--- config.mk ---
export PLATFORM = sky130hd
export DESIGN_NAME = rdma_port_engine
export DESIGN_NICKNAME = d
export VERILOG_FILES = /design/src/rtl/rdma_pkg.sv /design/src/rtl/rdma_step.sv /design/src/rtl/rdma_regs.sv /design/src/rtl/rdma_resp.sv /design/src/rtl/rdma_port_engine.sv
export SDC_FILE = /design/constraint.sdc
export NUM_CORES = 1
export LEC_CHECK = 0
export ABC_AREA = 1
export BUFFER_PORTS_ARGS = -buffer_cell sky130_fd_sc_hd__buf_2
export CAP_MARGIN = 5
export CORE_MARGIN = 5
export CORE_UTILIZATION = 45
export CTS_CLUSTER_DIAMETER = 120
export DETAILED_ROUTE_END_ITERATION = 7
export PLACE_DENSITY = 0.74
export SKIP_CTS_REPAIR_TIMING = 1
export SYNTH_ARGS = -nofsm -noshare
export SYNTH_HDL_FRONTEND = slang
export SYNTH_SLANG_ARGS = --single-unit
--- constraint.sdc ---
create_clock -name clk -period 3.5 [get_ports clk]
set_input_delay 0.35 -clock clk [delete_from_list [all_inputs] [get_ports clk]]
set_output_delay 0.35 -clock clk [all_outputs]
set_load 0.005 [all_outputs]
--- src/rtl/rdma_pkg.sv ---
package rdma_pkg;
  typedef enum logic [1:0] {
    SZ_BYTE = 2'd0,
    SZ_HALF = 2'd1,
    SZ_WORD = 2'd2
  } port_size_e;

  typedef enum logic [3:0] {
    SEL_ADDR_LO    = 4'd0,
    SEL_ADDR_HI    = 4'd1,
    SEL_CNT_LO     = 4'd2,
    SEL_CNT_HI     = 4'd3,
    SEL_RING_FIRST = 4'd4,
    SEL_RING_LAST  = 4'd5,
    SEL_DATACFG    = 4'd6,
    SEL_CMD        = 4'd7,
    SEL_STATUS     = 4'd8
  } reg_sel_e;

  localparam int CMD_HALT_BIT  = 0;
  localparam int CMD_RD_BIT    = 3;
  localparam int CMD_WR_BIT    = 4;
  localparam int DONE_BIT      = 6;
  localparam int CFG_WORD_BIT  = 0;
endpackage

--- src/rtl/rdma_step.sv ---
module rdma_step
  import rdma_pkg::*;
#(
  parameter int ADDR_W    = 16,
  parameter int CNT_W     = 16,
  parameter int LOW_LIMIT = 32,
  parameter int WIN_LO    = 'h4000,
  parameter int WIN_HI    = 'h8000,
  localparam int PAGE_W   = ADDR_W - 8
) (
  input  logic [ADDR_W-1:0] addr_i,
  input  logic [CNT_W-1:0]  cnt_i,
  input  port_size_e        size_i,
  input  logic              word_mode_i,
  input  logic [PAGE_W-1:0] ring_first_i,
  input  logic [PAGE_W-1:0] ring_last_i,
  output logic [2:0]        nbytes_o,
  output logic [3:0]        be_o,
  output logic [ADDR_W-1:0] eff_addr_o,
  output logic              in_win_o,
  output logic [ADDR_W-1:0] next_addr_o,
  output logic [CNT_W-1:0]  next_cnt_o,
  output logic              exhaust_o
);
  logic [ADDR_W-1:0] sum_addr;
  logic [ADDR_W-1:0] stop_addr;
  logic [ADDR_W-1:0] first_addr;
  logic              low_hit;
  logic              win_hit;

  always_comb begin
    if (size_i == SZ_WORD)  nbytes_o = 3'd4;
    else if (word_mode_i)   nbytes_o = 3'd2;
    else                    nbytes_o = 3'd1;
  end

  for (genvar i = 0; i < 4; i++) begin : g_lane
    assign be_o[i] = (3'(i) < nbytes_o);
  end

  assign eff_addr_o = (nbytes_o == 3'd1) ? addr_i : {addr_i[ADDR_W-1:1], 1'b0};

  if (LOW_LIMIT > 0) begin : g_low
    assign low_hit = (eff_addr_o < ADDR_W'(LOW_LIMIT));
  end else begin : g_nolow
    assign low_hit = 1'b0;
  end

  assign win_hit  = (eff_addr_o >= ADDR_W'(WIN_LO)) && (eff_addr_o < ADDR_W'(WIN_HI));
  assign in_win_o = low_hit || win_hit;

  assign stop_addr  = {ring_last_i, 8'h00};
  assign first_addr = {ring_first_i, 8'h00};
  assign sum_addr   = addr_i + ADDR_W'(nbytes_o);
  assign next_addr_o = (sum_addr == stop_addr) ? first_addr : sum_addr;

  assign exhaust_o  = (cnt_i <= CNT_W'(nbytes_o));
  assign next_cnt_o = exhaust_o ? '0 : cnt_i - CNT_W'(nbytes_o);
endmodule

--- src/rtl/rdma_regs.sv ---
module rdma_regs
  import rdma_pkg::*;
#(
  parameter int ADDR_W  = 16,
  parameter int CNT_W   = 16,
  localparam int PAGE_W = ADDR_W - 8
) (
  input  logic              clk,
  input  logic              rst_n,
  input  logic              reg_we,
  input  logic [3:0]        reg_sel,
  input  logic [7:0]        reg_wdata,
  output logic [7:0]        reg_rdata,
  input  logic              upd_en,
  input  logic [ADDR_W-1:0] upd_addr,
  input  logic [CNT_W-1:0]  upd_cnt,
  input  logic              upd_done,
  output logic [ADDR_W-1:0] addr_q,
  output logic [CNT_W-1:0]  cnt_q,
  output logic [PAGE_W-1:0] ring_first_q,
  output logic [PAGE_W-1:0] ring_last_q,
  output logic              word_mode,
  output logic              done_q
);
  logic [7:0] cfg_q;
  logic [7:0] cmd_q;
  logic       zero_start;

  assign word_mode  = cfg_q[CFG_WORD_BIT];
  assign zero_start = !reg_wdata[CMD_HALT_BIT]
                    && (reg_wdata[CMD_RD_BIT] || reg_wdata[CMD_WR_BIT])
                    && (cnt_q == '0);

  always_ff @(posedge clk or negedge rst_n) begin
    if (!rst_n) begin
      addr_q       <= '0;
      cnt_q        <= '0;
      ring_first_q <= '0;
      ring_last_q  <= '0;
      cfg_q        <= '0;
      cmd_q        <= '0;
      done_q       <= 1'b0;
    end else if (reg_we) begin
      case (reg_sel_e'(reg_sel))
        SEL_ADDR_LO:    addr_q[7:0]        <= reg_wdata;
        SEL_ADDR_HI:    addr_q[ADDR_W-1:8] <= reg_wdata[PAGE_W-1:0];
        SEL_CNT_LO:     cnt_q[7:0]         <= reg_wdata;
        SEL_CNT_HI:     cnt_q[CNT_W-1:8]   <= reg_wdata[CNT_W-9:0];
        SEL_RING_FIRST: ring_first_q       <= reg_wdata[PAGE_W-1:0];
        SEL_RING_LAST:  ring_last_q        <= reg_wdata[PAGE_W-1:0];
        SEL_DATACFG:    cfg_q              <= reg_wdata;
        SEL_CMD: begin
          cmd_q <= reg_wdata;
          if (zero_start) done_q <= 1'b1;
        end
        SEL_STATUS: begin
          if (reg_wdata[DONE_BIT]) done_q <= 1'b0;
        end
        default: ;
      endcase
    end else if (upd_en) begin
      addr_q <= upd_addr;
      cnt_q  <= upd_cnt;
      if (upd_done) done_q <= 1'b1;
    end
  end

  always_comb begin
    case (reg_sel_e'(reg_sel))
      SEL_ADDR_LO:    reg_rdata = addr_q[7:0];
      SEL_ADDR_HI:    reg_rdata = 8'(addr_q[ADDR_W-1:8]);
      SEL_CNT_LO:     reg_rdata = cnt_q[7:0];
      SEL_CNT_HI:     reg_rdata = 8'(cnt_q[CNT_W-1:8]);
      SEL_RING_FIRST: reg_rdata = 8'(ring_first_q);
      SEL_RING_LAST:  reg_rdata = 8'(ring_last_q);
      SEL_DATACFG:    reg_rdata = cfg_q;
      SEL_CMD:        reg_rdata = cmd_q;
      SEL_STATUS:     reg_rdata = 8'(done_q) << DONE_BIT;
      default:        reg_rdata = 8'h00;
    endcase
  end
endmodule

--- src/rtl/rdma_resp.sv ---
module rdma_resp #(
  parameter int DATA_W = 32
) (
  input  logic              clk,
  input  logic              rst_n,
  input  logic              issue,
  input  logic              issue_win,
  input  logic [2:0]        issue_nbytes,
  input  logic [DATA_W-1:0] mem_rdata,
  input  logic              resp_ready,
  output logic              pend_q,
  output logic              resp_valid,
  output logic [DATA_W-1:0] resp_data
);
  logic              win_q;
  logic [2:0]        nb_q;
  logic [DATA_W-1:0] lane_mask;

  always_comb begin
    case (nb_q)
      3'd4:    lane_mask = '1;
      3'd2:    lane_mask = DATA_W'(16'hFFFF);
      default: lane_mask = DATA_W'(8'hFF);
    endcase
  end

  always_ff @(posedge clk or negedge rst_n) begin
    if (!rst_n) begin
      pend_q     <= 1'b0;
      win_q      <= 1'b0;
      nb_q       <= 3'd1;
      resp_valid <= 1'b0;
      resp_data  <= '0;
    end else begin
      if (issue) begin
        pend_q <= 1'b1;
        win_q  <= issue_win;
        nb_q   <= issue_nbytes;
      end else if (pend_q) begin
        pend_q     <= 1'b0;
        resp_valid <= 1'b1;
        resp_data  <= win_q ? (mem_rdata & lane_mask) : lane_mask;
      end else if (resp_valid && resp_ready) begin
        resp_valid <= 1'b0;
      end
    end
  end
endmodule

--- src/rtl/rdma_port_engine.sv ---
module rdma_port_engine
  import rdma_pkg::*;
#(
  parameter int ADDR_W    = 16,
  parameter int CNT_W     = 16,
  parameter int LOW_LIMIT = 32,
  parameter int WIN_LO    = 'h4000,
  parameter int WIN_HI    = 'h8000,
  localparam int PAGE_W   = ADDR_W - 8,
  localparam int DATA_W   = 32
) (
  input  logic              clk,
  input  logic              rst_n,
  input  logic              reg_we,
  input  logic [3:0]        reg_sel,
  input  logic [7:0]        reg_wdata,
  output logic [7:0]        reg_rdata,
  input  logic              port_valid,
  output logic              port_ready,
  input  logic              port_write,
  input  logic [1:0]        port_size,
  input  logic [DATA_W-1:0] port_wdata,
  output logic              resp_valid,
  input  logic              resp_ready,
  output logic [DATA_W-1:0] resp_data,
  output logic              mem_req,
  output logic              mem_we,
  output logic [ADDR_W-1:0] mem_addr,
  output logic [3:0]        mem_be,
  output logic [DATA_W-1:0] mem_wdata,
  input  logic [DATA_W-1:0] mem_rdata,
  output logic              done_flag
);
  logic [ADDR_W-1:0] cur_addr;
  logic [CNT_W-1:0]  cur_cnt;
  logic [PAGE_W-1:0] ring_first;
  logic [PAGE_W-1:0] ring_last;
  logic              word_mode;
  logic [2:0]        acc_bytes;
  logic [ADDR_W-1:0] eff_addr;
  logic [ADDR_W-1:0] next_addr;
  logic [CNT_W-1:0]  next_cnt;
  logic              in_win;
  logic              exhaust;
  logic              pend_q;
  logic              port_fire;
  logic              wr_ignored;
  logic              do_access;

  assign port_ready = !pend_q && !resp_valid && !reg_we;
  assign port_fire  = port_valid && port_ready;
  assign wr_ignored = port_write && (cur_cnt == '0);
  assign do_access  = port_fire && !wr_ignored;

  assign mem_req   = do_access && in_win;
  assign mem_we    = port_write;
  assign mem_addr  = eff_addr;
  assign mem_wdata = port_wdata;

  rdma_step #(
    .ADDR_W(ADDR_W), .CNT_W(CNT_W), .LOW_LIMIT(LOW_LIMIT),
    .WIN_LO(WIN_LO), .WIN_HI(WIN_HI)
  ) u_step (
    .addr_i       (cur_addr),
    .cnt_i        (cur_cnt),
    .size_i       (port_size_e'(port_size)),
    .word_mode_i  (word_mode),
    .ring_first_i (ring_first),
    .ring_last_i  (ring_last),
    .nbytes_o     (acc_bytes),
    .be_o         (mem_be),
    .eff_addr_o   (eff_addr),
    .in_win_o     (in_win),
    .next_addr_o  (next_addr),
    .next_cnt_o   (next_cnt),
    .exhaust_o    (exhaust)
  );

  rdma_regs #(.ADDR_W(ADDR_W), .CNT_W(CNT_W)) u_regs (
    .clk          (clk),
    .rst_n        (rst_n),
    .reg_we       (reg_we),
    .reg_sel      (reg_sel),
    .reg_wdata    (reg_wdata),
    .reg_rdata    (reg_rdata),
    .upd_en       (do_access),
    .upd_addr     (next_addr),
    .upd_cnt      (next_cnt),
    .upd_done     (exhaust),
    .addr_q       (cur_addr),
    .cnt_q        (cur_cnt),
    .ring_first_q (ring_first),
    .ring_last_q  (ring_last),
    .word_mode    (word_mode),
    .done_q       (done_flag)
  );

  rdma_resp #(.DATA_W(DATA_W)) u_resp (
    .clk          (clk),
    .rst_n        (rst_n),
    .issue        (do_access && !port_write),
    .issue_win    (in_win),
    .issue_nbytes (acc_bytes),
    .mem_rdata    (mem_rdata),
    .resp_ready   (resp_ready),
    .pend_q       (pend_q),
    .resp_valid   (resp_valid),
    .resp_data    (resp_data)
  );
endmodule

# ---- After elaboration in Yosys (flattened, before gate mapping)
# Cells that the tools add are included.
dict set report word_totals {
  register_bits 103
  inputBits 84
}
dict set report classes {
  add_sub_neg 2
  order_cmp 8
  eq_ne 20
  n_mux 25
  bitwise_logic 2
  reduce_logical 35
}
# cell n
set ops {}
lappend ops {{$mux W16} 6}
lappend ops {{$pmux W8 S9} 1}
lappend ops {{$pmux W32 S2} 1}
lappend ops {{$and A32 B32 Y32} 1}
lappend ops {{$mux W32} 1}
lappend ops {{$mux W8} 4}
lappend ops {{$reduce_and A2 Y1} 10}
lappend ops {{$add A16 B3 Y16} 1}
lappend ops {{$eq A16 B16 Y1} 1}
lappend ops {{$eq A4 B3 Y1 const B} 4}
lappend ops {{$ge A16 B15 Y1 const B} 1}
lappend ops {{$le A16 B3 Y1} 1}
lappend ops {{$logic_not A16 Y1} 1}
lappend ops {{$lt A16 B16 Y1 const B} 1}
lappend ops {{$lt A16 B6 Y1 const B} 1}
lappend ops {{$sub A16 B3 Y16} 1}
lappend ops {{$logic_and A1 B1 Y1} 11}
lappend ops {{$mux W1} 9}
lappend ops {{$eq A4 B2 Y1 const B} 2}
lappend ops {{$ne A2 B1 Y1 const B} 4}
lappend ops {{$logic_not A1 Y1} 6}
lappend ops {{$lt A1 B3 Y1 const A} 2}
lappend ops {{$lt A2 B3 Y1 const A} 2}
lappend ops {{$reduce_bool A2 Y1} 3}
lappend ops {{other kinds (16)} 17}

# ---- Longest topological paths before layout
dict set report logic_depth {
  depth_word 8
  mapped_depth 20
  ltp_nobuf 20
}

# ---- Hierarchy
# A second synthesis with hierarchy kept.
dict set report hier_totals {
  cells_unflattened 1016
  area_unflattened_um2 7008.0
}
# module n_inst cells_per_inst area_each_um2
set modules_own_cells {}
lappend modules_own_cells {rdma_regs 1 441 3427.0}
lappend modules_own_cells {rdma_resp 1 215 1669.1}
lappend modules_own_cells {rdma_step 1 306 1566.5}
lappend modules_own_cells {rdma_port_engine 1 54 345.3}

# ---- Least setup slack after synthesis
# OpenSTA, ideal clock, no wires.
dict set report synth_path {
  path_kind {input -> register}
  startpoint {input port_size[1]}
  endpoint {register u_regs.addr_q[14]}
  setup_time_ns 0.077
  t_arrival_ns 2.505
  slack_ns 0.918
  cell_stages 18
  path_buffers 0
  path_cell_list {inv_1 > nor2_1 > nor2_1 > ha_1 > fa_1 > nand3_1 > nand2_2 > nand2_1 > nand3_1 > nor2_2 > nand2_4 > nor2_4 > nand2_4 > nor2_8 > nand2_4 > nand2_1 > nand3_1 > a21oi_1}
}
dict set report synth_between {
  elab_chain_len 7
}
# element line_no
set synth_rtl {}
lappend synth_rtl {{start: declaration} rdma_port_engine.sv:21} ;# input logic [1:0] port_size,
lappend synth_rtl {{$eq A2 B2 Y1 (*)} rdma_step.sv:32} ;# if (size_i == SZ_WORD) nbytes_o = 3'd4;
lappend synth_rtl {{$mux W3 (*)} rdma_step.sv:32}
lappend synth_rtl {{net acc_bytes[2]} rdma_port_engine.sv:39} ;# logic [2:0] acc_bytes;
lappend synth_rtl {{$add A16 B3 Y16 (*)} rdma_step.sv:54} ;# assign sum_addr = addr_i + ADDR_W'(nbytes_o);
lappend synth_rtl {{$eq A16 B16 Y1} rdma_step.sv:55} ;# assign next_addr_o = (sum_addr == stop_addr) ? first_addr : sum_addr;
lappend synth_rtl {{$mux W16 (*)} rdma_step.sv:55}
lappend synth_rtl {{$mux W16 (*)} rdma_regs.sv:61} ;# end else if (upd_en) begin
lappend synth_rtl {{$mux W16 (*)} rdma_regs.sv:43} ;# end else if (reg_we) begin
lappend synth_rtl {{end signal: indexed assignment} rdma_regs.sv:46} ;# SEL_ADDR_HI: addr_q[ADDR_W-1:8] <= reg_wdata[PAGE_W-1:0];
lappend synth_rtl {{end signal: assignment} rdma_regs.sv:62} ;# addr_q <= upd_addr;
lappend synth_rtl {{end: declaration} rdma_regs.sv:18} ;# output logic [ADDR_W-1:0] addr_q,
# The timed path passes the listed nets; every way through them passes the cells marked *. The select of a mux whose other input is x is not followed.
# A chain may end at the register's enable or synchronous reset.

# ---- Final worst setup path
dict set report layout_path {
  startpoint {register u_regs.cfg_q[0]}
  endpoint {register u_regs.cnt_q[13]}
}
dict set report layout_between {
  elab_chain_len 6
  word_cells_on_any_way 7
  classes_between {1 x add/sub; 1 x order compare; 5 x mux}
}
# element line_no
set layout_rtl {}
lappend layout_rtl {{start: declaration} rdma_regs.sv:25} ;# logic [7:0] cfg_q;
lappend layout_rtl {{start signal: assignment} rdma_regs.sv:51} ;# SEL_DATACFG: cfg_q <= reg_wdata;
lappend layout_rtl {{$mux W2 (*)} rdma_step.sv:33} ;# else if (word_mode_i) nbytes_o = 3'd2;
lappend layout_rtl {{$mux W3 (*)} rdma_step.sv:32}
lappend layout_rtl {{net acc_bytes[1]} rdma_port_engine.sv:39}
lappend layout_rtl {{$sub A16 B3 Y16 / $le A16 B3 Y1 (equally long branches)} {rdma_step.sv:58, rdma_step.sv:57}}
lappend layout_rtl {{$mux W16 (*)} rdma_step.sv:58} ;# assign next_cnt_o = exhaust_o ? '0 : cnt_i - CNT_W'(nbytes_o);
lappend layout_rtl {{$mux W16 (*)} rdma_regs.sv:61}
lappend layout_rtl {{$mux W16 (*)} rdma_regs.sv:43}
lappend layout_rtl {{end signal: indexed assignment} rdma_regs.sv:48} ;# SEL_CNT_HI: cnt_q[CNT_W-1:8] <= reg_wdata[CNT_W-9:0];
lappend layout_rtl {{end signal: assignment} rdma_regs.sv:63} ;# cnt_q <= upd_cnt;
lappend layout_rtl {{end: declaration} rdma_regs.sv:19} ;# output logic [CNT_W-1:0] cnt_q,
# Marks and branches as above.

==> metrics.csv <==
metric;value;unit
dr.first_iter.drc_count;631;
worstPathArrival;3.06;ns
seq_power_share;0.420;
syn_area_per_cell;7.507;um^2
synth_nets;950;
drt-pass1-iter-count;5;
die_y;129.6;um
start_util;0.4622;
hold_viol_final;0;
synth_top_cell_by_area;dfrtp_1;
rsz0062_at_grt;false;
hold_path.class;in2async;
p_leak;3.761;nW
fp.coreArea;13930;um^2
max_stage_delay;0.41;ns
cts-htree-levels;3;
place_area;6808;um^2
slowest_stage;dfrtp_1;
wl;18730;um
yosysMostFrequentCell;nand2_1;
grt_pass1_vias;5359;
period_share;0.7960;
gp_congestion;0.9770;
synth_common_cells;211 x nand2_1, 102 x dfrtp_1, 100 x o21ai_0, 96 x inv_1, 74 x nor2_1;
rows;43;
worstSkewPairLatency;0.36;ns
switchingPower;1.697;mW
hpwl;14100;um
wl_per_cell;16.98;um
yosys_warnings;0;
antenna_found_initial;0;
track_usage;0.2279;
end_kind;flop;
cts_tree;yes;
clk_pin_slew;0.07;ns
synthFlopType;dfrtp_1;
die_width;129.6;um
drive_above_1_share;0.2026;
ys_types;44;
nets;1010;
grt_max_degree;68;
internal-power;2.634;mW
postLayoutCellArea;7114;um^2
clockPowerShare;0.241;
synth_edf_count;0;
cp_max_fo;6;
powerDensity;608.8;nW/um^2
vias;5930;
ys_ff_latch;103;
drtAntennaViolNets;0;
clock_skew;0.007389;ns
vias_per_cell;5.376;
syn-instance-count;858;
required;3.77;ns
syn2layout_area_growth;10.45;%
crit_type;reg2reg;
yosysSeqAreaShare;0.4003;
insertedDiodeCount;0;
start_kind;flop;
finalSetupViolations;0;
mappedNetlistArea;6441;um^2
p_comb_frac;0.339;
yosys.area.top_type_share;0.3963;
synth.area.top_cells;dfrtp_1 40%, nand2_1 12%, o21ai_0 7.8%;
grt_pass1_wl;29480;um
peakVddDrop;0.0002910;V
path_cells;inv_1 > nor2_1 > inv_1 > ha_1 > nand2_1 > o21ai_0 > nor2_1 > nand2_1 > nor2_1 > nand3_1 > nor2_1 > nand2_1 > nand2_1 > nand3_1 > a31oi_1;
min_period;2.786;ns
finalSetupTns;0;ns
portBuffers;115;
cts_root_buf;clkbuf_16;
status;finished, final reports clean;
maxSlewHeadroom;0.3629;
tightest_slew;0.9316;ns
grt_overflow;0;
clock_path_buffers;2;
maxCapViolCount;0;
critical_path_buf_inv_count;2;
drc;0;
cp_top_family;simple AND/OR/NAND/NOR gates;
clock_sinks;103;
ys_async_sr_fraction;1.000;
fmax;0.3589;GHz
dieArea;16810;um^2
p_sw_frac;0.3919;
slew_viol_final;0;
cts_made_buffers;9;
design.portCount;181;
## cells by family after synthesis
| family | after synthesis | synth area share |
|---|---|---|
| AOI/OAI and AO/OA | 174 | 0.1552 |
| xor gates and xnor gates | 9 | 0.01437 |
| adders and majority gates | 8 | 0.01787 |
| buffers and inverters | 175 | 0.1383 |
| DFF | 103 | 0.4004 |
| other | 1 | 0.0005822 |
| and+or+nand+nor | 388 | 0.2733 |
## sequential cells by signal, indices dropped and copies added, names as in the netlist
register,flops
u_regs.addr_q,16
u_regs.cfg_q,8
u_regs.cmd_q,8
u_regs.cnt_q,16
u_regs.done_q,1
u_regs.ring_first_q,8
u_regs.ring_last_q,8
u_resp.nb_q,3
u_resp.pend_q,1
u_resp.resp_data,32
u_resp.resp_valid,1
u_resp.win_q,1
## power groups by stage
stage | Clock (mW) | Combinational [mW] | Sequential [mW]
floorplan | 0 | 1.08 | 1.74
global placement | 0 | 1.44 | 1.82
detailed placement | 0 | 1.45 | 1.83
CTS | 1.07 | 1.46 | 1.81
global route | 1.11 | 1.66 | 1.86
finish | 1.04 | 1.47 | 1.82
## through the flow
step	setup slack [ns]	utilization	cells	hold WS, ns	total power [mW]
3_3_place_gp	0.6019	0.4886	1087	0.4578	3.258
2_1_floorplan	0.9180	-	858	0.05441	2.825
4_1_cts	0.7583	0.5106	1103	0.1441	4.339
5_1_grt	0.3835	0.5106	1103	0.1944	4.634
6_report	0.7139	0.5106	1103	0.1019	4.331
3_5_place_dp	0.5510	0.4886	1087	0.4598	3.282
## routing by layer
| metal | track usage | vias to the layer above | wire, um |
|---|---|---|---|
| li1 | - | 2863 | - |
| met1 | 0.3252 | 2752 | 8014 |
| met2 | 0.3352 | 271 | 8312 |
| met3 | 0.05812 | 44 | 1821 |
| met4 | 0.08313 | 0 | 580 |
| met5 | 0 | - | 0 |
## area by class of cell
| cell class | count | area, um^2 |
|---|---|---|
| Timing Repair Buffer | 120 | 628.1 |
| Inverter | 104 | 397.9 |
| Sequential cell | 103 | 2579 |
| Fill cell | 1382 | 6820 |
| Clock inverter | 5 | 63.81 |
| Clock buffer | 11 | 242.7 |
| Tap cell | 180 | 225.2 |
| Multi-Input combinational cell | 580 | 2978 |
## worst paths after layout
check / start / to / slack, ns / depth (start not counted)
worst min-delay path: rst_n / u_resp.resp_data[27]$_DFFE_PN0P_ / 0.10 / 1
worst max register to register: u_regs.cfg_q[0]$_DFFE_PN0P_ / u_regs.cnt_q[13]$_DFFE_PN0P_ / 0.71 / 15
worst max-delay path: u_regs.cfg_q[0]$_DFFE_PN0P_ / u_regs.cnt_q[13]$_DFFE_PN0P_ / 0.71 / 15
max in group asynchronous: rst_n / u_regs.addr_q[11]$_DFFE_PN0P_ / 2.70 / 2
min in group clk: resp_ready / u_resp.resp_valid$_DFFE_PN0P_ / 0.20 / 2
worst min register to register: u_resp.resp_data[18]$_DFFE_PN0P_ / u_resp.resp_data[18]$_DFFE_PN0P_ / 0.48 / 2
## cell usage in the layout (no fill, tap or decap), types with 2 or more instances in the layout
master	netlist	final
nand2_1	211	211
buf_2	3	114
dfrtp_1	102	102
o21ai_0	100	100
inv_1	96	96
nor2_1	74	74
nand3_1	54	54
a21oi_1	24	24
nand2_2	12	12
a221oi_1	10	10
o22ai_1	10	10
a31oi_1	10	10
nand2_4	9	9
clkbuf_16	0	9
nor2_2	7	7
xor2_1	7	7
o211ai_1	6	6
inv_2	6	6
ha_1	6	6
nand4_1	5	5
nor2_4	5	5
buf_4	52	5
nor4_1	5	4
o21ai_2	4	4
o21ai_1	3	3
a2111oi_0	2	2
nand3_2	2	2
nor2_8	2	2
fa_1	2	2
inv_6	0	2
Power figures use the tool's default switching activity.
